## config.mk

```make
export PLATFORM = sky130hd
export DESIGN_NAME = token_readout
export DESIGN_NICKNAME = d
export VERILOG_FILES = /design/src/rtl/token_readout_pkg.sv /design/src/rtl/tr_sat_cnt.sv /design/src/rtl/tr_arbiter.sv /design/src/rtl/tr_word_reg.sv /design/src/rtl/token_readout.sv
export SDC_FILE = /design/constraint.sdc
export NUM_CORES = 2
export LEC_CHECK = 0
export ABC_CLOCK_PERIOD_IN_PS = 23900
export BUFFER_PORTS_ARGS = -buffer_cell sky130_fd_sc_hd__buf_2
export CAP_MARGIN = 25
export CORE_AREA = 2 2 774 776
export DETAILED_ROUTE_END_ITERATION = 7
export DIE_AREA = 0 0 776 778
export GPL_TIMING_DRIVEN = 1
export HOLD_SLACK_MARGIN = 0.02
export PLACE_DENSITY = 0.36
export RECOVER_POWER = 25
export SLEW_MARGIN = 20
export SYNTH_ARGS = -nofsm -noshare
export SYNTH_HDL_FRONTEND = slang
export SYNTH_HIERARCHICAL = 1
export SYNTH_SLANG_ARGS = --single-unit
```

## constraint.sdc

```tcl
create_clock -name clk -period 23.9 [get_ports clk]
set_clock_uncertainty 0.15 [all_clocks]
set_input_delay 7.17 -clock clk [delete_from_list [all_inputs] [get_ports clk]]
set_output_delay 7.17 -clock clk [all_outputs]
set_load 0.05 [all_outputs]
```

## src/rtl/token_readout_pkg.sv

```systemverilog
package token_readout_pkg;

  // Binary-to-Gray conversion on a 32-bit carrier; callers truncate.
  function automatic logic [31:0] bin2gray(input logic [31:0] b);
    return b ^ (b >> 1);
  endfunction

endpackage

```

## src/rtl/tr_sat_cnt.sv

```systemverilog
module tr_sat_cnt #(
  parameter int CNT_W = 8
) (
  input  logic             clk,
  input  logic             rst,
  input  logic             clr_i,
  input  logic             inc_i,
  output logic [CNT_W-1:0] cnt_o
);

  localparam logic [CNT_W-1:0] MAX_VAL = {CNT_W{1'b1}};

  always_ff @(posedge clk) begin
    if (rst || clr_i) begin
      cnt_o <= '0;
    end else if (inc_i && (cnt_o != MAX_VAL)) begin
      cnt_o <= cnt_o + 1'b1;
    end
  end

endmodule

```

## src/rtl/tr_arbiter.sv

```systemverilog
module tr_arbiter #(
  parameter int NUM_CH   = 128,
  parameter int WDOG_CYC = 128,
  localparam int CH_W    = (NUM_CH > 1) ? $clog2(NUM_CH) : 1,
  localparam int WD_W    = $clog2(WDOG_CYC + 1)
) (
  input  logic              clk,
  input  logic              rst,
  input  logic [NUM_CH-1:0] req_i,
  output logic [NUM_CH-1:0] grant_o,
  output logic              grant_vld_o,
  output logic [CH_W-1:0]   grant_idx_o,
  output logic              lost_o
);

  localparam logic [NUM_CH-1:0] TOK_HOME = {{(NUM_CH-1){1'b0}}, 1'b1};
  localparam logic [CH_W:0]     RING_LEN = (CH_W+1)'(NUM_CH);
  localparam logic [CH_W-1:0]   LAST_CH  = CH_W'(NUM_CH - 1);

  logic [NUM_CH-1:0] tok_q, tok_d;
  logic [WD_W-1:0]   wd_q, wd_d;
  logic              tok_ok;
  logic [CH_W-1:0]   start_idx;
  logic [CH_W-1:0]   sel_idx;
  logic [CH_W-1:0]   nxt_idx;
  logic [CH_W:0]     pos;
  logic              found;

  assign tok_ok = $onehot(tok_q);

  // Position where the search begins (the token cell).
  always_comb begin
    start_idx = '0;
    for (int k = 0; k < NUM_CH; k++) begin
      if (tok_q[k]) start_idx = CH_W'(k);
    end
  end

  // Rotating search: first requester at or after start_idx, wrapping.
  always_comb begin
    found   = 1'b0;
    sel_idx = '0;
    pos     = '0;
    for (int k = 0; k < NUM_CH; k++) begin
      pos = {1'b0, start_idx} + (CH_W+1)'(k);
      if (pos >= RING_LEN) pos = pos - RING_LEN;
      if (!found && req_i[pos[CH_W-1:0]]) begin
        found   = 1'b1;
        sel_idx = pos[CH_W-1:0];
      end
    end
  end

  assign nxt_idx = (sel_idx == LAST_CH) ? '0 : sel_idx + 1'b1;

  always_comb begin
    grant_o = '0;
    if (tok_ok && found) grant_o[sel_idx] = 1'b1;
  end

  assign grant_vld_o = tok_ok && found;
  assign grant_idx_o = sel_idx;

  // Token advance and loss recovery.
  always_comb begin
    tok_d  = tok_q;
    wd_d   = '0;
    lost_o = 1'b0;
    if (tok_ok) begin
      if (found) begin
        tok_d          = '0;
        tok_d[nxt_idx] = 1'b1;
      end
    end else if (wd_q == WD_W'(WDOG_CYC - 1)) begin
      tok_d  = TOK_HOME;
      lost_o = 1'b1;
    end else begin
      wd_d = wd_q + 1'b1;
    end
  end

  always_ff @(posedge clk) begin
    if (rst) begin
      tok_q <= TOK_HOME;
      wd_q  <= '0;
    end else begin
      tok_q <= tok_d;
      wd_q  <= wd_d;
    end
  end

endmodule

```

## src/rtl/tr_word_reg.sv

```systemverilog
module tr_word_reg
  import token_readout_pkg::*;
#(
  parameter int NUM_CH  = 128,
  parameter int TS_W    = 12,
  localparam int CH_W   = (NUM_CH > 1) ? $clog2(NUM_CH) : 1,
  localparam int WORD_W = TS_W + CH_W
) (
  input  logic                   clk,
  input  logic                   rst,
  input  logic                   load_i,
  input  logic [CH_W-1:0]        idx_i,
  input  logic [NUM_CH*TS_W-1:0] ts_flat_i,
  output logic                   valid_o,
  output logic [WORD_W-1:0]      word_o
);

  localparam logic [WORD_W-1:0] IDLE_WORD = {WORD_W{1'b1}};

  logic [TS_W-1:0]   ts_sel;
  logic [WORD_W-1:0] hit_word;

  assign ts_sel   = ts_flat_i[idx_i*TS_W +: TS_W];
  assign hit_word = {TS_W'(bin2gray(32'(ts_sel))), CH_W'(bin2gray(32'(idx_i)))};

  always_ff @(posedge clk) begin
    if (rst) begin
      valid_o <= 1'b0;
      word_o  <= IDLE_WORD;
    end else if (load_i) begin
      valid_o <= 1'b1;
      word_o  <= hit_word;
    end else begin
      valid_o <= 1'b0;
      word_o  <= IDLE_WORD;
    end
  end

endmodule

```

## src/rtl/token_readout.sv

```systemverilog
module token_readout #(
  parameter int NUM_CH   = 128,
  parameter int TS_W     = 12,
  parameter int CNT_W    = 8,
  parameter int WDOG_CYC = 128,
  localparam int CH_W    = (NUM_CH > 1) ? $clog2(NUM_CH) : 1,
  localparam int WORD_W  = TS_W + CH_W
) (
  input  logic                   clk,
  input  logic                   rst,
  input  logic [NUM_CH-1:0]      ne_i,
  input  logic [NUM_CH*TS_W-1:0] head_ts_i,
  input  logic [NUM_CH-1:0]      ovf_i,
  input  logic                   cnt_clr_i,
  output logic [NUM_CH-1:0]      pop_o,
  output logic [WORD_W-1:0]      word_o,
  output logic                   valid_o,
  output logic [CNT_W-1:0]       lost_cnt_o,
  output logic [CNT_W-1:0]       ovf_cnt_o
);

  logic            grant_vld;
  logic [CH_W-1:0] grant_idx;
  logic            lost_evt;

  tr_arbiter #(
    .NUM_CH   (NUM_CH),
    .WDOG_CYC (WDOG_CYC)
  ) u_arb (
    .clk         (clk),
    .rst         (rst),
    .req_i       (ne_i),
    .grant_o     (pop_o),
    .grant_vld_o (grant_vld),
    .grant_idx_o (grant_idx),
    .lost_o      (lost_evt)
  );

  tr_word_reg #(
    .NUM_CH (NUM_CH),
    .TS_W   (TS_W)
  ) u_word (
    .clk       (clk),
    .rst       (rst),
    .load_i    (grant_vld),
    .idx_i     (grant_idx),
    .ts_flat_i (head_ts_i),
    .valid_o   (valid_o),
    .word_o    (word_o)
  );

  tr_sat_cnt #(.CNT_W(CNT_W)) u_lost_cnt (
    .clk   (clk),
    .rst   (rst),
    .clr_i (cnt_clr_i),
    .inc_i (lost_evt),
    .cnt_o (lost_cnt_o)
  );

  tr_sat_cnt #(.CNT_W(CNT_W)) u_ovf_cnt (
    .clk   (clk),
    .rst   (rst),
    .clr_i (cnt_clr_i),
    .inc_i (|ovf_i),
    .cnt_o (ovf_cnt_o)
  );

endmodule

```

==> results_dict.tcl <==
set metrics [dict create \
    outcome "finished, violations left" \
    violations "antenna rules, capacitance limit, slew limit" \
    numPortBuffers 1958 \
    wl_per_cell_um 44.9 \
    cap_violations 8 \
    nNetsFinal 12600 \
    crit_type "in2out" \
    clock_latency_ns 0.66 \
    synthAdderAreaFrac_pct 4.61 \
    avgViaCountPerCell 5.00 \
    rows 284 \
    muxShareOfSynthArea_pct 26.3 \
    clockBufferDepth 3 \
    dieArea_um2 604000 \
    pin_count 1959 \
    finalHoldViolations 0 \
    worst_ep_arrival_time_ns 16.57 \
    cp.required_ns 16.58 \
    synth_edf_count 0 \
    clock-sinks 172 \
    synth_cells 8409 \
    vias 96600 \
    cpMaxStageDelayCell "a2111oi_0" \
    synth_cell_type_count 142 \
    cpPeakStageDelay_ns 0.97 \
    fin_crit_ns 23.89 \
    slew_viol_final 156 \
    rr_startpoint "u_arb/tok_q[84]$_SDFFE_PP0P_" \
    grt_overflow 0 \
    rsz0062_at_grt "false" \
    dp_slack_ns 0.319 \
    cts_tree "built" \
    grt_max_degree 92 \
    timing.slew.headroom_pct -113 \
    ys_seq_area_share_pct 5.40 \
    startpoint_type "input pin" \
    start_util_pct 10.7 \
    tritoncts.num_buffers 25 \
    setup_tns_ns 0 \
    cts_hold_buffers 0 \
    synth_top_family_by_area "compound AO/OA/AOI/OAI gates" \
    clk_transition_reported_paths_ns 0.08 \
    cts_root_buf "clkbuf_16" \
    yosys.area.top_type "mux4_2" \
    worst_slew_pin_slew_ns 3.19 \
    endpoint_kind "output port" \
    postSynthAreaPerCell_um2 7.58 \
    reg2reg_to "u_word/word_o[10]$_SDFF_PP1_" \
    ys_top_cells_by_area "mux4_2 (15%), mux2i_1 (9.0%), nand2_1 (5.6%), dfxtp_1 (5.4%), nor2_1 (4.0%)" \
    yosysWarnings 6 \
    synth_xor_area_share_pct 2.47 \
    ys_async_sr_fraction_pct 0 \
    syn-num-nets 10400 \
    synthFlopType "dfxtp_1" \
    path_max_fanout 25 \
    max_freq_ghz 0.0419 \
    antenna_found_initial 402 \
    syn2layout_area_growth_pct 44.4 \
    holdPathStages 1 \
    synth-seq-cells 172 \
    final_common_cell "buf_2" \
    first_iter_violations 14000 \
    core_um2 596000 \
    synth.cell_area_um2 63800 \
    period_share_pct 100 \
    layout-drive-gt1-share_pct 36.3 \
    grt_pass1_vias 87700 \
    drc_errors 0 \
    cts_setup_buffers 0 \
    place_congestion 1.08 \
    die_w_um 776 \
    routed_wl_um 867000 \
    fillers 68900 \
    min_path_type "reg2reg" \
    worst_slack_ns 0.00920 \
    hp-start "u_arb/wd_q[0]$_SDFF_PP0_" \
    synth_compound_area_share_pct 29.4 \
    r2r_slack_ns 3.39 \
    setup_violations 0 \
    netlist.area_leader.share_pct 14.9 \
    grt_usage_pct 27.2 \
    whs_endpoint "u_arb/wd_q[0]$_SDFF_PP0_" \
    dpl.hpwl_um 744000 \
    reg2regPathDepth 44 \
    synth_simple_gate_area_share_pct 24.3 \
    layout.cells.most_common_list "buf_2 (1916), nand2_1 (945), buf_4 (943), nor2_1 (667), mux2i_1 (559)" \
    die_h_um 778 \
    dr.pass1.iters 7 \
    ant_nets 1 \
    crit_top_cell "buf_4" \
    htreeDepth 4 \
    grt_pass1_wl_um 1060000 \
]
sequential cells by signal, indices dropped and copies added, names as in the netlist:
name              count
u_lost_cnt/cnt_o      8
u_ovf_cnt/cnt_o       8
u_word/valid_o        1
u_arb/tok_q         128
u_word/word_o        19
u_arb/wd_q            8
kinds of logic (layout without fill, tap and decap cells):
group,count (synthesis),count (layout)
AO/OA/AOI/OAI,2586,2586
XOR/XNOR,177,177
adder cells (fa/ha/maj),166,166
buffers and inverters,1046,3264
flip-flops,172,172
multiplexers,1116,1116
other,0,830
AND/OR/NAND/NOR,3146,3146
worst max-delay path: cells and delay by family:
kind                   cells  cell delay, ns
and+or+nand+nor           12            3.01
muxes                      3            1.83
buffers and inverters     10            2.06
AOI/OAI and AO/OA          8            2.43
Yosys cell counts (49+ instances only):
cell and instances:
nand2_1 952, nor2_1 672, mux2i_1 571, a21oi_1 473
clkbuf_1 433, mux4_2 421, nand3_1 363, o21ai_0 344
nor3_1 245, inv_1 244, o211ai_1 186, a211oi_1 179
dfxtp_1 172, xnor2_1 170, buf_2 169, nor4_1 142
o22ai_1 137, a22oi_1 129, nand4_1 120, fa_1 115
mux2_2 105, nor2b_1 103, and3_1 99, o2111ai_1 89
a32o_1 86, buf_4 78, a32oi_1 75, and2_1 69
a31oi_1 68, a221oi_1 63, a2111oi_0 61, o31ai_1 53
buf_1 52, or3_1 52, a21o_1 51, a22o_1 51
ha_1 51, nand2b_1 51, o221ai_1 49
per-stage QoR:
step	instances	cell area (µm²)	hold WS, ns	utilization [%]
3_5_place_dp	18400	89300	0.298	15.0
6_report	19300	92000	0.310	15.4
5_1_grt	19100	91400	0.338	15.3
2_1_floorplan	8409	63800	0.268	-
4_1_cts	18500	90000	0.316	15.1
3_3_place_gp	18400	89000	0.287	14.9
layout make-up:
class / count / area, µm² / area share (%)
Tap cell: 7865 / 9840 / 10.7
Clock buffer: 28 / 647 / 0.703
Inverter: 260 / 1010 / 1.10
Multi-Input combinational cell: 7191 / 56900 / 61.9
Clock inverter: 5 / 37.5 / 0.0408
Antenna cell: 830 / 2080 / 2.26
Sequential cell: 172 / 3440 / 3.74
Timing Repair Buffer: 2971 / 18000 / 19.6
per-layer routing:
metal,share of wire (%),global-route usage [%]
met1,37,30.9
met2,45,43.0
met3,9.7,8.11
met4,8.7,20.8
met5,0.088,0.306
worst max path at each step:
stage | to | start | cells past startpoint | slack [ns]
finish | pop_o[24] | ne_i[35] | 33 | 0.009
global placement | pop_o[24] | ne_i[10] | 32 | 0.25
detailed placement | pop_o[24] | ne_i[35] | 31 | 0.32
CTS | pop_o[24] | ne_i[35] | 31 | 0.30
floorplan | pop_o[102] | ne_i[79] | 29 | 2.68
global route | pop_o[107] | ne_i[109] | 29 | 0.14
repair_timing:
action,CTS,global route
gates resized for setup,0,1
endpoints found under the setup margin,0,3
endpoints found under the hold margin,0,0
Power is left out: the tool's default activity adds up to more than one toggle a clock period on the data nets, which glitch-free logic cannot reach.
